==> src/rtl/tlb_guard_pkg.sv <==
package tlb_guard_pkg;

   typedef enum logic [1:0] {
      OUT_NONE  = 2'd0,
      OUT_HIT   = 2'd1,
      OUT_FAULT = 2'd2,
      OUT_MISS  = 2'd3
   } outcome_e;

   function automatic logic access_allowed(input logic may_rd,
                                           input logic may_wr,
                                           input logic is_write);
      return is_write ? may_wr : may_rd;
   endfunction

endpackage

==> src/rtl/tlb_guard_store.sv <==
module tlb_guard_store #(
   parameter int ENTRIES = 8,
   parameter int VPN_W   = 20,
   parameter int PPN_W   = 20,
   localparam int IDX_W  = (ENTRIES > 1) ? $clog2(ENTRIES) : 1
) (
   input  logic               clk,
   input  logic               rst_n,
   input  logic               flush,
   input  logic               wr_en,
   input  logic [IDX_W-1:0]   wr_idx,
   input  logic [VPN_W-1:0]   wr_vpn,
   input  logic [PPN_W-1:0]   wr_ppn,
   input  logic               wr_rd,
   input  logic               wr_wr,
   input  logic [VPN_W-1:0]   lk_vpn,
   output logic [ENTRIES-1:0] valid_vec,
   output logic               lk_match,
   output logic [PPN_W-1:0]   lk_ppn,
   output logic               lk_rd,
   output logic               lk_wr
);

   logic [VPN_W-1:0]   vpn_q [ENTRIES];
   logic [PPN_W-1:0]   ppn_q [ENTRIES];
   logic [ENTRIES-1:0] rd_q;
   logic [ENTRIES-1:0] wr_q;
   logic [ENTRIES-1:0] valid_q;
   logic [ENTRIES-1:0] hit_vec;

   for (genvar e = 0; e < ENTRIES; e++) begin : g_slot
      always_ff @(posedge clk or negedge rst_n) begin
         if (!rst_n) begin
            valid_q[e] <= 1'b0;
            vpn_q[e]   <= '0;
            ppn_q[e]   <= '0;
            rd_q[e]    <= 1'b0;
            wr_q[e]    <= 1'b0;
         end else if (flush) begin
            valid_q[e] <= 1'b0;
         end else if (wr_en && (wr_idx == IDX_W'(e))) begin
            valid_q[e] <= 1'b1;
            vpn_q[e]   <= wr_vpn;
            ppn_q[e]   <= wr_ppn;
            rd_q[e]    <= wr_rd;
            wr_q[e]    <= wr_wr;
         end
      end
      assign hit_vec[e] = valid_q[e] && (vpn_q[e] == lk_vpn);
   end

   always_comb begin
      lk_ppn = '0;
      lk_rd  = 1'b0;
      lk_wr  = 1'b0;
      for (int e = 0; e < ENTRIES; e++) begin
         if (hit_vec[e]) begin
            lk_ppn = lk_ppn | ppn_q[e];
            lk_rd  = lk_rd  | rd_q[e];
            lk_wr  = lk_wr  | wr_q[e];
         end
      end
   end

   assign lk_match  = |hit_vec;
   assign valid_vec = valid_q;

   // a flush leaves no valid entry behind
   a_r9_flush_clears: assert property (@(posedge clk) disable iff (!rst_n)
      flush |=> (valid_vec == '0));

   // Stimulus contract: a page number is resident at most once
   a_r6_single_match: assert property (@(posedge clk) disable iff (!rst_n)
      $countones(hit_vec) <= 1);

endmodule

==> src/rtl/tlb_guard_victim.sv <==
module tlb_guard_victim #(
   parameter int ENTRIES = 8,
   localparam int IDX_W  = (ENTRIES > 1) ? $clog2(ENTRIES) : 1
) (
   input  logic               clk,
   input  logic               rst_n,
   input  logic [ENTRIES-1:0] valid_vec,
   input  logic               fill_fire,
   output logic [IDX_W-1:0]   victim_idx
);

   logic [IDX_W-1:0] rr_q;
   logic [IDX_W-1:0] rr_next;
   logic [IDX_W-1:0] free_idx;
   logic             any_free;
   logic             full;

   assign full = &valid_vec;

   always_comb begin
      free_idx = '0;
      any_free = 1'b0;
      for (int e = ENTRIES - 1; e >= 0; e--) begin
         if (!valid_vec[e]) begin
            free_idx = IDX_W'(e);
            any_free = 1'b1;
         end
      end
   end

   if ((1 << IDX_W) == ENTRIES) begin : g_wrap_pow2
      assign rr_next = rr_q + 1'b1;
   end else begin : g_wrap_cmp
      assign rr_next = (rr_q == IDX_W'(ENTRIES - 1)) ? '0 : rr_q + 1'b1;
   end

   always_ff @(posedge clk or negedge rst_n) begin
      if (!rst_n)                rr_q <= '0;
      else if (fill_fire && full) rr_q <= rr_next;
   end

   assign victim_idx = any_free ? free_idx : rr_q;

   // while a slot is free, the chosen slot is a free one
   a_r7_free_first: assert property (@(posedge clk) disable iff (!rst_n)
      !full |-> !valid_vec[victim_idx]);

   // the pointer holds while free slots remain
   a_r7_ptr_holds: assert property (@(posedge clk) disable iff (!rst_n)
      !(fill_fire && full) |=> $stable(rr_q));

   // the pointer steps by one after each refill into a full buffer
   a_r8_ptr_steps: assert property (@(posedge clk) disable iff (!rst_n)
      (fill_fire && full) |=>
         (rr_q == ((32'($past(rr_q)) == ENTRIES - 1) ? '0 : $past(rr_q) + 1'b1)));

endmodule

==> src/rtl/tlb_guard.sv <==
module tlb_guard #(
   parameter int VA_W      = 32,
   parameter int PA_W      = 32,
   parameter int PAGE_BITS = 12,
   parameter int ENTRIES   = 8,
   localparam int VPN_W    = VA_W - PAGE_BITS,
   localparam int PPN_W    = PA_W - PAGE_BITS,
   localparam int IDX_W    = (ENTRIES > 1) ? $clog2(ENTRIES) : 1
) (
   input  logic             clk,
   input  logic             rst_n,
   input  logic             req_valid,
   input  logic [VA_W-1:0]  req_va,
   input  logic             req_write,
   input  logic             flush,
   input  logic             fill_valid,
   input  logic [VPN_W-1:0] fill_vpn,
   input  logic [PPN_W-1:0] fill_ppn,
   input  logic             fill_rd,
   input  logic             fill_wr,
   output logic             rsp_valid,
   output logic             rsp_hit,
   output logic             rsp_fault,
   output logic             rsp_miss,
   output logic [PA_W-1:0]  rsp_pa,
   output logic             walk_req,
   output logic [VPN_W-1:0] walk_vpn
);
   import tlb_guard_pkg::*;

   if (PAGE_BITS < 1 || PAGE_BITS >= VA_W || PAGE_BITS >= PA_W) begin : g_bad_page
      $error("tlb_guard: PAGE_BITS must lie inside both address widths");
   end
   if (ENTRIES < 2) begin : g_bad_depth
      $error("tlb_guard: ENTRIES must be at least 2");
   end

   logic [ENTRIES-1:0] valid_vec;
   logic [IDX_W-1:0]   victim_idx;
   logic               lk_match, lk_rd, lk_wr;
   logic [PPN_W-1:0]   lk_ppn;
   logic               fill_fire;
   logic [VPN_W-1:0]   req_vpn;
   outcome_e           outcome;

   assign req_vpn   = req_va[VA_W-1:PAGE_BITS];
   assign fill_fire = fill_valid && !flush;

   tlb_guard_store #(.ENTRIES(ENTRIES), .VPN_W(VPN_W), .PPN_W(PPN_W)) u_store (
      .clk       (clk),
      .rst_n     (rst_n),
      .flush     (flush),
      .wr_en     (fill_fire),
      .wr_idx    (victim_idx),
      .wr_vpn    (fill_vpn),
      .wr_ppn    (fill_ppn),
      .wr_rd     (fill_rd),
      .wr_wr     (fill_wr),
      .lk_vpn    (req_vpn),
      .valid_vec (valid_vec),
      .lk_match  (lk_match),
      .lk_ppn    (lk_ppn),
      .lk_rd     (lk_rd),
      .lk_wr     (lk_wr)
   );

   tlb_guard_victim #(.ENTRIES(ENTRIES)) u_victim (
      .clk        (clk),
      .rst_n      (rst_n),
      .valid_vec  (valid_vec),
      .fill_fire  (fill_fire),
      .victim_idx (victim_idx)
   );

   always_comb begin
      if (!req_valid)                                  outcome = OUT_NONE;
      else if (!lk_match)                              outcome = OUT_MISS;
      else if (access_allowed(lk_rd, lk_wr, req_write)) outcome = OUT_HIT;
      else                                             outcome = OUT_FAULT;
   end

   always_ff @(posedge clk or negedge rst_n) begin
      if (!rst_n) begin
         rsp_valid <= 1'b0;
         rsp_hit   <= 1'b0;
         rsp_fault <= 1'b0;
         rsp_miss  <= 1'b0;
         rsp_pa    <= '0;
         walk_req  <= 1'b0;
         walk_vpn  <= '0;
      end else begin
         rsp_valid <= (outcome != OUT_NONE);
         rsp_hit   <= (outcome == OUT_HIT);
         rsp_fault <= (outcome == OUT_FAULT);
         rsp_miss  <= (outcome == OUT_MISS);
         rsp_pa    <= (outcome == OUT_HIT) ? {lk_ppn, req_va[PAGE_BITS-1:0]} : '0;
         walk_req  <= (outcome == OUT_MISS);
         if (outcome == OUT_MISS) walk_vpn <= req_vpn;
      end
   end

   // a request is answered on the next cycle
   a_r2_answer_next: assert property (@(posedge clk) disable iff (!rst_n)
      req_valid |=> rsp_valid);

   // no answer without a request
   a_r2_quiet_idle: assert property (@(posedge clk) disable iff (!rst_n)
      !req_valid |=> !(rsp_valid || rsp_hit || rsp_fault || rsp_miss));

   // exactly one outcome flag while valid
   a_r2_one_outcome: assert property (@(posedge clk) disable iff (!rst_n)
      rsp_valid |-> $onehot({rsp_hit, rsp_fault, rsp_miss}));

   // the page offset passes through untranslated
   a_r3_offset_kept: assert property (@(posedge clk) disable iff (!rst_n)
      req_valid |=> (!rsp_hit || rsp_pa[PAGE_BITS-1:0] == $past(req_va[PAGE_BITS-1:0])));

   // a fault carries no address
   a_r4_fault_no_pa: assert property (@(posedge clk) disable iff (!rst_n)
      rsp_fault |-> (rsp_pa == '0));

   // walker request accompanies exactly the miss responses
   a_r5_walk_on_miss: assert property (@(posedge clk) disable iff (!rst_n)
      walk_req |-> (rsp_valid && rsp_miss && rsp_pa == '0));

   a_r5_miss_walks: assert property (@(posedge clk) disable iff (!rst_n)
      rsp_miss |-> walk_req);

endmodule

==> config.mk <==
export PLATFORM = sky130hd
export DESIGN_NAME = tlb_guard
export DESIGN_NICKNAME = d
export VERILOG_FILES = /design/src/rtl/tlb_guard_pkg.sv /design/src/rtl/tlb_guard_store.sv /design/src/rtl/tlb_guard_victim.sv /design/src/rtl/tlb_guard.sv
export SDC_FILE = /design/constraint.sdc
export NUM_CORES = 1
export LEC_CHECK = 0
export ABC_AREA = 0
export BUFFER_PORTS_ARGS = -buffer_cell sky130_fd_sc_hd__buf_4
export CAP_MARGIN = 40
export CORE_MARGIN = 2
export CORE_UTILIZATION = 56
export CTS_BUF_LIST = sky130_fd_sc_hd__clkbuf_8
export DETAILED_ROUTE_END_ITERATION = 7
export MAX_ROUTING_LAYER = met4
export PLACE_DENSITY = 0.78
export SLEW_MARGIN = 10
export SYNTH_ARGS = -nofsm -noshare
export SYNTH_HDL_FRONTEND = slang
export SYNTH_SLANG_ARGS = --single-unit
==> constraint.sdc <==
create_clock -name clk -period 2.15 [get_ports clk]
set_input_delay 0.1075 -clock clk [delete_from_list [all_inputs] [get_ports clk]]
set_output_delay 0.1075 -clock clk [all_outputs]
set_load 0.02 [all_outputs]
==> results of run 1 <==
## what timing repair did
action,4_1_cts,5_1_grt
cloned,15,33
setup endpoints to repair,362,407
resized for setup,168,310
buffers inserted,32,25
hold endpoints to repair,783,0
pin swaps,30,55
hold buffers,79,0
## where the power goes
part           switching [mW]  internal, mW  total (mW)  leakage (nW)
sequential              0.742          8.44        9.18          5.36
clock                    3.36          3.50        6.86         0.744
combinational            1.57          1.97        3.54          6.32
## worst reg2reg max path: stages, from the launching register on
cell and delay, ps:
dfrtp_1 430, xnor2_1 170, nand3_1 450, nor4_4 100, buf_4 170, buf_4 200
and3_1 220, a2111oi_0 910, and3_1 400, nor4_4 80
## worst max-delay path by stage
stage | startpoint | endpoint | slack, ps
2_1_floorplan | u_store.valid_vec[6] | u_store.ppn_q[60] | -40
3_3_place_gp | req_va[28] | rsp_pa[31] | -400
3_5_place_dp | u_store.vpn_q[97] | rsp_pa[26] | -460
4_1_cts | u_store.vpn_q[32] | rsp_pa[20] | -340
5_1_grt | u_store.vpn_q[13] | rsp_pa[27] | -1010
6_report | u_store.vpn_q[13] | rsp_pa[29] | -1090
## placed cells by master, fill, tap and decap left out, types with 8 or more instances in the layout
| cell type | netlist | final |
|---|---|---|
| clkbuf_16 | 0 | 28 |
| dlygate4sd3_1 | 0 | 78 |
| nand4_1 | 47 | 47 |
| nand3_1 | 80 | 80 |
| diode_2 | 0 | 10 |
| buf_12 | 0 | 37 |
| clkbuf_8 | 0 | 84 |
| inv_1 | 15 | 39 |
| nor3_1 | 24 | 19 |
| xor2_1 | 24 | 22 |
| buf_4 | 19 | 240 |
| xnor2_1 | 138 | 132 |
| and3_1 | 19 | 13 |
| nor4_4 | 5 | 39 |
| buf_16 | 0 | 9 |
| dfrtp_1 | 403 | 400 |
| and2_4 | 1 | 8 |
| mux2_4 | 0 | 303 |
| a22o_1 | 37 | 35 |
| mux2_2 | 303 | 54 |
| buf_6 | 18 | 26 |
## per-layer routing
layer | GRT usage [%] | vias up | share of wire, %
met4 | 20.73 | 0 | 10
met5 | - | - | 0
met3 | 7.118 | 619 | 14
met2 | 54.53 | 1497 | 44
met1 | 41.56 | 7667 | 33
li1 | - | 5650 | -
## sequential cells by signal (all words and copies together) (netlist names), 3 cells and up
register and cells:
u_victim.rr_q 3, rsp_pa 32, u_store.ppn_q 160, u_store.valid_vec 8
u_store.wr_q 8, u_store.rd_q 8, walk_vpn 20, u_store.vpn_q 160
## per-stage QoR
step                cells  setup TNS, ps
global route         2238        -138340
CTS                  2181         -22530
finish               2241        -120430
global placement     1941         -29020
detailed placement   1941         -49380
floorplan            1340          -1787
## synthesized netlist by cell type, types with 2 or more instances
cell type	number	share of area [%]
nor3_1	24	0.65
nand3_1	80	2.2
a22oi_1	6	0.25
and3_1	19	0.65
a2111oi_0	3	0.14
clkbuf_1	37	0.76
mux2_2	303	19
inv_1	15	0.31
nor4_2	31	2.1
nand4_1	47	1.6
o21ai_0	5	0.14
a21boi_0	2	0.082
a22o_1	37	1.8
nor4_4	5	0.58
and2_1	7	0.24
dfrtp_1	403	55
a222oi_1	2	0.11
nand2_1	5	0.10
buf_2	19	0.52
nor2_1	4	0.082
mux2_1	54	3.3
nor3b_2	2	0.14
xor2_1	24	1.1
nor4_1	11	0.37
buf_6	18	1.1
buf_4	19	0.78
xnor2_1	138	6.6
a21o_1	5	0.20
## cell families (layout without fill, tap and decap cells)
logic type	count (synthesis)	in the layout	share of synthesized area (%)
other cells	0	10	0
simple gates	242	245	9.006
fa+ha+maj	1	1	0.06811
flops	403	403	54.91
compound gates	66	66	2.923
mux	357	357	21.89
buf+inv	109	555	3.481
xor+xnor	162	162	7.725
## area by class of cell
type | instances | area [µm²] | area share [%]
Timing Repair Buffer | 425 | 4667 | 17.91
Sequential cell | 403 | 10090 | 38.72
Clock inverter | 30 | 127.6 | 0.4898
Clock buffer | 84 | 1156 | 4.437
Antenna cell | 10 | 25.02 | 0.09603
Tap cell | 442 | 553.0 | 2.122
Multi-Input combinational cell | 831 | 9380 | 36.00
Inverter | 16 | 60.06 | 0.2305
==> run metrics, run 1 <==
outcome finished, violations left; failing checks negative setup slack; Layout fillers 1452; first-pass GRT wire length 85370 µm; Unique masters post-synth 43; power per cell area 751.6 nW/µm²; largest net degree at the start of global routing 90; Worst setup EP type flop; drc violations 0; I/O Buffers 136; Worst setup SP type flop; drt pass-1 iters 6; CP max-delay cell a2111oi_0; Die ar. 34260 µm²; Worst-Skew Late Latency 650 ps; cell count after synthesis 1340; final worst-path cycle share 150.9%; Syn. warnings 0; slew at the pin closest to its max-slew limit 1074 ps; max incr delay on CP 910 ps; clock slew at reported path FFs 70 ps; Iteration-0 DRC Markers 2117; vias after detailed routing 15430; Avg WL per Cell 34.82 µm; # IOs 137; initial antenna violation count 7; Clock Path Buffers 3; Reg2Reg Depth 9; post-detail-place hpwl 31540 µm; hold_sp req_va[30]; ratio of cells with drive above 1 in the final layout 49.64%; CTS buffer count 67; Critical Path RT 2680 ps; worst setup path class flop to flop; Setup-failing EPs final 397; P&R area growth vs syn 41.88%; CP Max Fanout 9; WHS 12.78 ps; DP Worst Slack -457.9 ps; number of global-route vias before repair 14280; drt total wl 78040 µm; Final WS setup -1094 ps; crit-path cells xnor2_1 > nand3_1 > nor4_4 > buf_4 > buf_4 > and3_1 > a2111oi_0 > and3_1 > nor4_4; gpl congestion 0.8640; Worst path top cell family by delay simple AND/OR/NAND/NOR gates; Die Wd 185.1 µm; GRT Overall Usage 34.70%; final instance area 26060 µm²; Pins Over Slew Limit 0; sequential fraction of the synthesis area 54.91%; RSZ-0062 raised after global routing true; Critical Path AT 3780 ps; Cell Area, Placed 20600 µm²; WP depth 9; HP Class input pin to flop; ys async rst share 100.0%; min cycle time layout 3244 ps; final core occ 80.29%; Leakage Power 12.43 nW; WHS Endpoint walk_vpn[18]; Max Clock Freq 308.3 MHz; number of synthesized flops with an enable pin 0; gr ovfl total 0; Yosys reg bits 403; hold depth 3; post-synthesis cell area 18370 µm²; Worst R2R Setup Slack -1090 ps; CTS tree done; Root Buffer Master clkbuf_8; VDD IR max 0.6790 mV; core area 32450 µm²; Final Hold Vio Count 0; average size of a mapped cell 13.71 µm²; die extent in y 185.1 µm; Nets 1825; Post-Synthesis Net Count 1421; FF-to-FF End rsp_pa[29]; # Max-Cap Violations 0; main flop type after synthesis dfrtp_1; Max-slew headroom 26.54%; via-per-instance ratio 6.887; Std-Cell Rows 66; Worst Path Buf+Inv 2; Routed Antenna Nets 0; reg-to-reg startpoint u_store.vpn_q[13]; Clock Skew 37.91 ps; starting density of the core 56.59%; H-tree Lvls 3; Pwr Total 19.59 mW; CTS Sinks 403
Note: power is estimated with default switching activity, not from simulation.
==> inputs of run 2 (changes only) <==
- CORE_ASPECT_RATIO: unset -> 2
==> run metrics, run 2 (same netlist as run 1, synthesis figures left out) <==
Post-Route M1 WL 20820 µm (-18%); I/O Buffers 136 (unchanged); outcome finished, violations left; gpl congestion 0.9346 (+8.2%); Clock Skew 23.17 ps (-14.74 ps); Worst path top cell family by delay simple AND/OR/NAND/NOR gates; max incr delay on CP 400 ps (-510 ps); Seq pwr share 48.6% (+1.7 points); Std-Cell Rows 93 (+41%); drt total wl 69250 µm (-11%); CP Max Fanout 6 (-3); initial antenna violation count 3 (-4); Die Wd 132.1 µm (-29%); Max Clock Freq 377.8 MHz (+23%); slew at the pin closest to its max-slew limit 808.4 ps (-265.7 ps); Final Hold Vio Count 0 (unchanged); P&R area growth vs syn 39.37%; ratio of cells with drive above 1 in the final layout 49.41% (-0.23 points); min cycle time layout 2647 ps (-596.6 ps); Critical Path RT 2700 ps (+20 ps); sequential cell area 10090 µm² (about the same); CP max-delay cell dfrtp_1; failing checks negative setup slack; Worst setup SP type flop; gr ovfl total 0 (unchanged); CTS Sinks 403 (unchanged); clock slew at reported path FFs 70 ps (about the same); drt pass-1 iters 7 (+1); Worst-Skew Late Latency 680 ps (+30 ps); Iteration-0 DRC Markers 1230 (-42%); Worst setup EP type flop; Critical Path AT 3200 ps (-580 ps); crit-path cells xnor2_1 > nand3_1 > nor4_4 > and2_4 > nor4_4 > buf_4 > and3_4 > buf_12 > mux2_1; # Max-Cap Violations 0 (unchanged); VDD IR max 0.6580 mV (-3.1%); NetSw 5.176 mW (-8.8%); DP Worst Slack -522.8 ps (-64.94 ps); Final WS setup -497.2 ps (+596.6 ps); Cell Area, Placed 20770 µm² (+0.83%); Pwr Total 18.70 mW (-4.5%); Comb pwr share 18.2% (about the same); core area 32230 µm² (-0.68%); Layout fillers 1725 (+19%); first-pass GRT wire length 87320 µm (+2.3%); Clock Path Buffers 3 (unchanged); Avg WL per Cell 31.39 µm (-9.8%); Worst Path Buf+Inv 2 (unchanged); largest net degree at the start of global routing 72 (-20%); WL met3 5249 µm (-51%); vias after detailed routing 14180 (-8.1%); Setup-failing EPs final 387 (-2.5%); DR WL met2 34580 µm (+1.6%); CTS tree done; starting density of the core 56.98% (+0.39 points); area taken by multi-input logic gates 9120 µm² (-2.8%); Routed Antenna Nets 0 (unchanged); clock network fraction of total power 33.1% (-1.9 points); H-tree Lvls 2 (-1); Leakage Power 12.22 nW (-1.6%); drc violations 0 (unchanged); final worst-path cycle share 123.1% (-28 points); commonest non-fill, non-tap cell in the layout dfrtp_1; via-per-instance ratio 6.429 (-6.6%); post-detail-place hpwl 36710 µm (+16%); Max-slew headroom 45.69% (+19 points); CTS buffer count 56 (-16%); power per cell area 730.5 nW/µm² (-2.8%); die extent in y 260.1 µm (+41%); # IOs 137 (unchanged); number of global-route vias before repair 14560 (+2.0%); switch share 27.68% (-1.3 points); final instance area 25600 µm² (-1.8%); HP Class input pin to asynchronous set/reset pin; GRT Overall Usage 35.30% (+0.60 points); worst setup path class flop to flop; Nets 1813 (-0.66%); Root Buffer Master clkbuf_8; most frequent cells in the layout dfrtp_1, buf_4, mux2_4, xnor2_1, mux2_2; top flop regs u_store.ppn_q: 160 flops, u_store.vpn_q: 160 flops, rsp_pa: 32 flops; uppermost layer routed met4; Pint 13.52 mW (-2.8%); RSZ-0062 raised after global routing true; Pins Over Slew Limit 0 (unchanged); Die ar. 34350 µm² (+0.25%); most frequent CP cell nor4_4
## run 2: routing by layer
metal	track usage, %	vias to the layer above
met1	33.26	7141
li1	-	5598
met4	28.99	0
met5	-	-
met2	62.70	945
met3	5.478	499
## run 2: final timing paths
| path | start | endpoint | slack (ps) | cells after the start |
|---|---|---|---|---|
| max in group asynchronous | rst_n | u_store.ppn_q[47] | 1330 | 3 |
| min | rst_n | u_store.ppn_q[128] | 20 | 2 |
| max | u_store.vpn_q[8] | walk_vpn[14] | -500 | 9 |
| max reg2reg | u_store.vpn_q[8] | walk_vpn[14] | -500 | 9 |
| min in group clk | req_va[17] | walk_vpn[5] | 70 | 4 |
| min reg2reg | walk_vpn[12] | walk_vpn[12] | 490 | 1 |
## run 2: power groups by stage
stage | Clock, mW | Sequential, mW | Combinational (mW)
finish | 6.20 | 9.10 | 3.41
global route | 6.52 | 9.15 | 3.56
CTS | 6.15 | 8.96 | 2.81
detailed placement | 0 | 9.08 | 2.38
global placement | 0 | 9.03 | 2.30
floorplan | 0 | 8.99 | 1.43
## run 2: final cells by class
| class | count | area share (%) |
|---|---|---|
| multi-input combinational | 829 | 35.63 |
| sequential | 403 | 39.41 |
| timing repair buffer | 426 | 18.12 |
| clock inverter | 29 | 0.6110 |
| antenna | 4 | 0.03910 |
| inverter | 16 | 0.2346 |
| clock buffer | 72 | 3.871 |
| tap | 427 | 2.087 |
## run 2: per-stage QoR
stage | setup TNS [ps] | hold slack (ps) | utilization, % | cells
after floorplan | -1787 | -188.1 | - | 1340
after global placement | -29110 | 151.2 | 64.45 | 1948
after detailed placement | -39840 | 155.0 | 64.45 | 1948
after CTS | -15610 | 66.55 | 73.63 | 2168
after global routing | -79410 | 55.24 | 79.41 | 2205
final | -65850 | 16.42 | 79.41 | 2206
## run 2: worst reg2reg max path: stages, from the launching register on
cell and delay, ps:
dfrtp_1 400, xnor2_1 230, nand3_1 360, nor4_4 380, and2_4 270, nor4_4 50, buf_4 150, and3_4 200
buf_12 150, mux2_1 330
## run 2: repair_timing
| item | in CTS | in global routing |
|---|---|---|
| hold buffers | 77 | 0 |
| endpoints found under the setup margin | 301 | 392 |
| setup buffers | 30 | 21 |
| hold endpoints to repair | 749 | 0 |
| resized for setup | 103 | 300 |
| pin swaps | 22 | 24 |
| gates cloned | 15 | 23 |
==> inputs of run 3 (changes only) <==
- TNS_END_PERCENT: unset -> 5
==> run metrics, run 3 (same netlist as run 1, synthesis figures left out) <==
outcome finished, violations left; failing checks negative setup slack; min cycle time layout 2498 ps (-149.6 ps); H-tree Lvls 2 (unchanged); Pins Over Slew Limit 0 (unchanged); final core occ 72.38% (-7.0 points); Worst path top cell family by delay simple AND/OR/NAND/NOR gates; CP max-delay cell dfrtp_1; Clock Path Buffers 3 (unchanged); Nets 1757 (-3.1%); gr ovfl total 0 (unchanged); WHS 120.0 ps (+103.6 ps); initial antenna violation count 1 (-2); Worst R2R Setup Slack -350 ps (+150 ps); switch share 26.49% (-1.2 points); NetSw 4.646 mW (-10%); HP Class input pin to asynchronous set/reset pin; most frequent CP cell buf_4; Seq pwr share 51.2% (+2.6 points); most frequent cells in the layout dfrtp_1, mux2_2, buf_4, xnor2_1, nand3_1; Iteration-0 DRC Markers 774 (-37%); Final Hold Vio Count 0 (unchanged); core area 32230 µm² (unchanged); Critical Path RT 2650 ps (-50 ps); slew at the pin closest to its max-slew limit 615.0 ps (-193.4 ps); Worst setup EP type flop; Routed Antenna Nets 0 (unchanged); # Max-Cap Violations 0 (unchanged); Max Clock Freq 400.4 MHz (+6.0%); Comb pwr share 15.2% (-3.0 points); power per cell area 751.7 nW/µm² (+2.9%); Clock Skew 46.46 ps (+23.29 ps); Die ar. 34350 µm² (unchanged); Pint 12.89 mW (-4.7%); top flop regs u_store.ppn_q: 160 flops, u_store.vpn_q: 160 flops, rsp_pa: 32 flops; Avg WL per Cell 24.71 µm (-21%); Cell Area, Placed 20760 µm² (about the same); Worst Path Buf+Inv 4 (+2); clock slew at reported path FFs 70 ps (about the same); CTS buffer count 55 (-1.8%); Die Wd 132.1 µm (unchanged); Setup-failing EPs final 55 (-86%); Leakage Power 11.05 nW (-9.6%); Worst-Skew Late Latency 630 ps (-50 ps); number of global-route vias before repair 13730 (-5.7%); RSZ-0062 raised after global routing true; gpl congestion 0.9190 (-1.7%); die extent in y 260.1 µm (unchanged); VDD IR max 0.5814 mV (-12%); Max-slew headroom 58.69% (+13 points); final worst-path cycle share 116.2% (-7.0 points); Final WS setup -347.5 ps (+149.6 ps); Root Buffer Master clkbuf_8; clock network fraction of total power 33.6% (+0.5 points); drt pass-1 iters 5 (-2); FF-to-FF End walk_vpn[4]; Critical Path AT 3000 ps (-200 ps); post-detail-place hpwl 36160 µm (-1.5%); ratio of cells with drive above 1 in the final layout 45.48% (-3.9 points); I/O Buffers 136 (unchanged); commonest non-fill, non-tap cell in the layout dfrtp_1; starting density of the core 56.98% (unchanged); CTS tree done; Final Instance Count excl. Fillers 2143 (-2.9%); crit-path cells xnor2_2 > buf_4 > nand4_1 > buf_4 > nor4_4 > buf_4 > and2_4 > nor4_4 > and3_4 > clkbuf_16 > mux2_1; reg-to-reg startpoint u_store.vpn_q[59]; vias after detailed routing 12700 (-10%); drt total wl 52960 µm (-24%); CTS Sinks 403 (unchanged); final instance area 23330 µm² (-8.9%); P&R area growth vs syn 27.03%; setup_tns -16880 ps (+48970 ps); CP Max Fanout 10 (+4); max incr delay on CP 410 ps (about the same); drc violations 0 (unchanged); first-pass GRT wire length 79740 µm (-8.7%); GRT Overall Usage 31.65% (-3.7 points); Placed Cells 1950 (+0.10%); largest net degree at the start of global routing 94 (+31%); Worst setup SP type flop; # IOs 137 (unchanged); worst setup path class flop to flop; Reg2Reg Depth 11 (+2); Std-Cell Rows 93 (unchanged); via-per-instance ratio 5.927 (-7.8%)
[run 3: cell count changes in the layout (fill, tap and decap cells not counted), sizes merged]
cell         change
dlygate4sd3      +1
clkinv           -3
diode            -3
clkbuf          -16
bufinv           -1
clkinvlp         -1
and3             -1
buf             -39
[run 3: final cells by class]
type	count	area (µm²)
timing repair buffer	372	3493
multi-input combinational	828	8059
fill	2111	8901
clock inverter	24	103.9
antenna	1	2.502
sequential	403	10090
inverter	16	60.06
clock buffer	72	991.0
tap	427	534.3
[run 3: metrics by stage]
| stage | power [mW] | setup WS, ps |
|---|---|---|
| floorplan | 10.41 | -39.22 |
| global placement | 11.35 | -500.6 |
| CTS | 17.51 | -304.7 |
| detailed placement | 11.48 | -540.2 |
| finish | 17.54 | -347.5 |
| global route | 18.20 | -419.0 |
[run 3: how the worst max path moves through the flow]
stage / from / to / slack [ps] / depth (start not counted)
global placement: req_va[23] / rsp_pa[12] / -500 / 10
detailed placement: req_va[23] / rsp_pa[12] / -540 / 10
finish: u_store.vpn_q[59] / walk_vpn[4] / -350 / 11
floorplan: u_store.valid_vec[6] / u_store.ppn_q[143] / -40 / 9
CTS: u_store.vpn_q[59] / rsp_pa[28] / -300 / 11
global route: u_store.vpn_q[59] / rsp_pa[13] / -420 / 11
[run 3: power by group through the flow]
| stage | Clock, mW | Combinational [mW] | Sequential, mW |
|---|---|---|---|
| floorplan | 0 | 1.42 | 8.99 |
| CTS | 5.98 | 2.59 | 8.95 |
| global route | 6.30 | 2.85 | 9.06 |
| global placement | 0 | 2.33 | 9.02 |
| finish | 5.89 | 2.67 | 8.98 |
| detailed placement | 0 | 2.40 | 9.08 |
[run 3: repair_timing]
action,CTS,global route
cloned,1,4
gates resized for setup,49,48
pin swaps,17,18
endpoints found under the hold margin,783,0
buffers inserted,9,5
hold buffers,79,0
endpoints found under the setup margin,199,350
[run 3: tightest hold or removal path, delay by kind of cell]
| family | cells | cell delay [ps] |
|---|---|---|
| buf+inv | 3 | 980 |
[run 3: layer usage]
layer,up-vias,GRT usage [%],wire (µm)
li1,5465,-,-
met1,6539,31.69,17690
met2,476,57.60,28980
met3,222,3.509,2178
met4,0,20.98,4107
met5,-,-,0
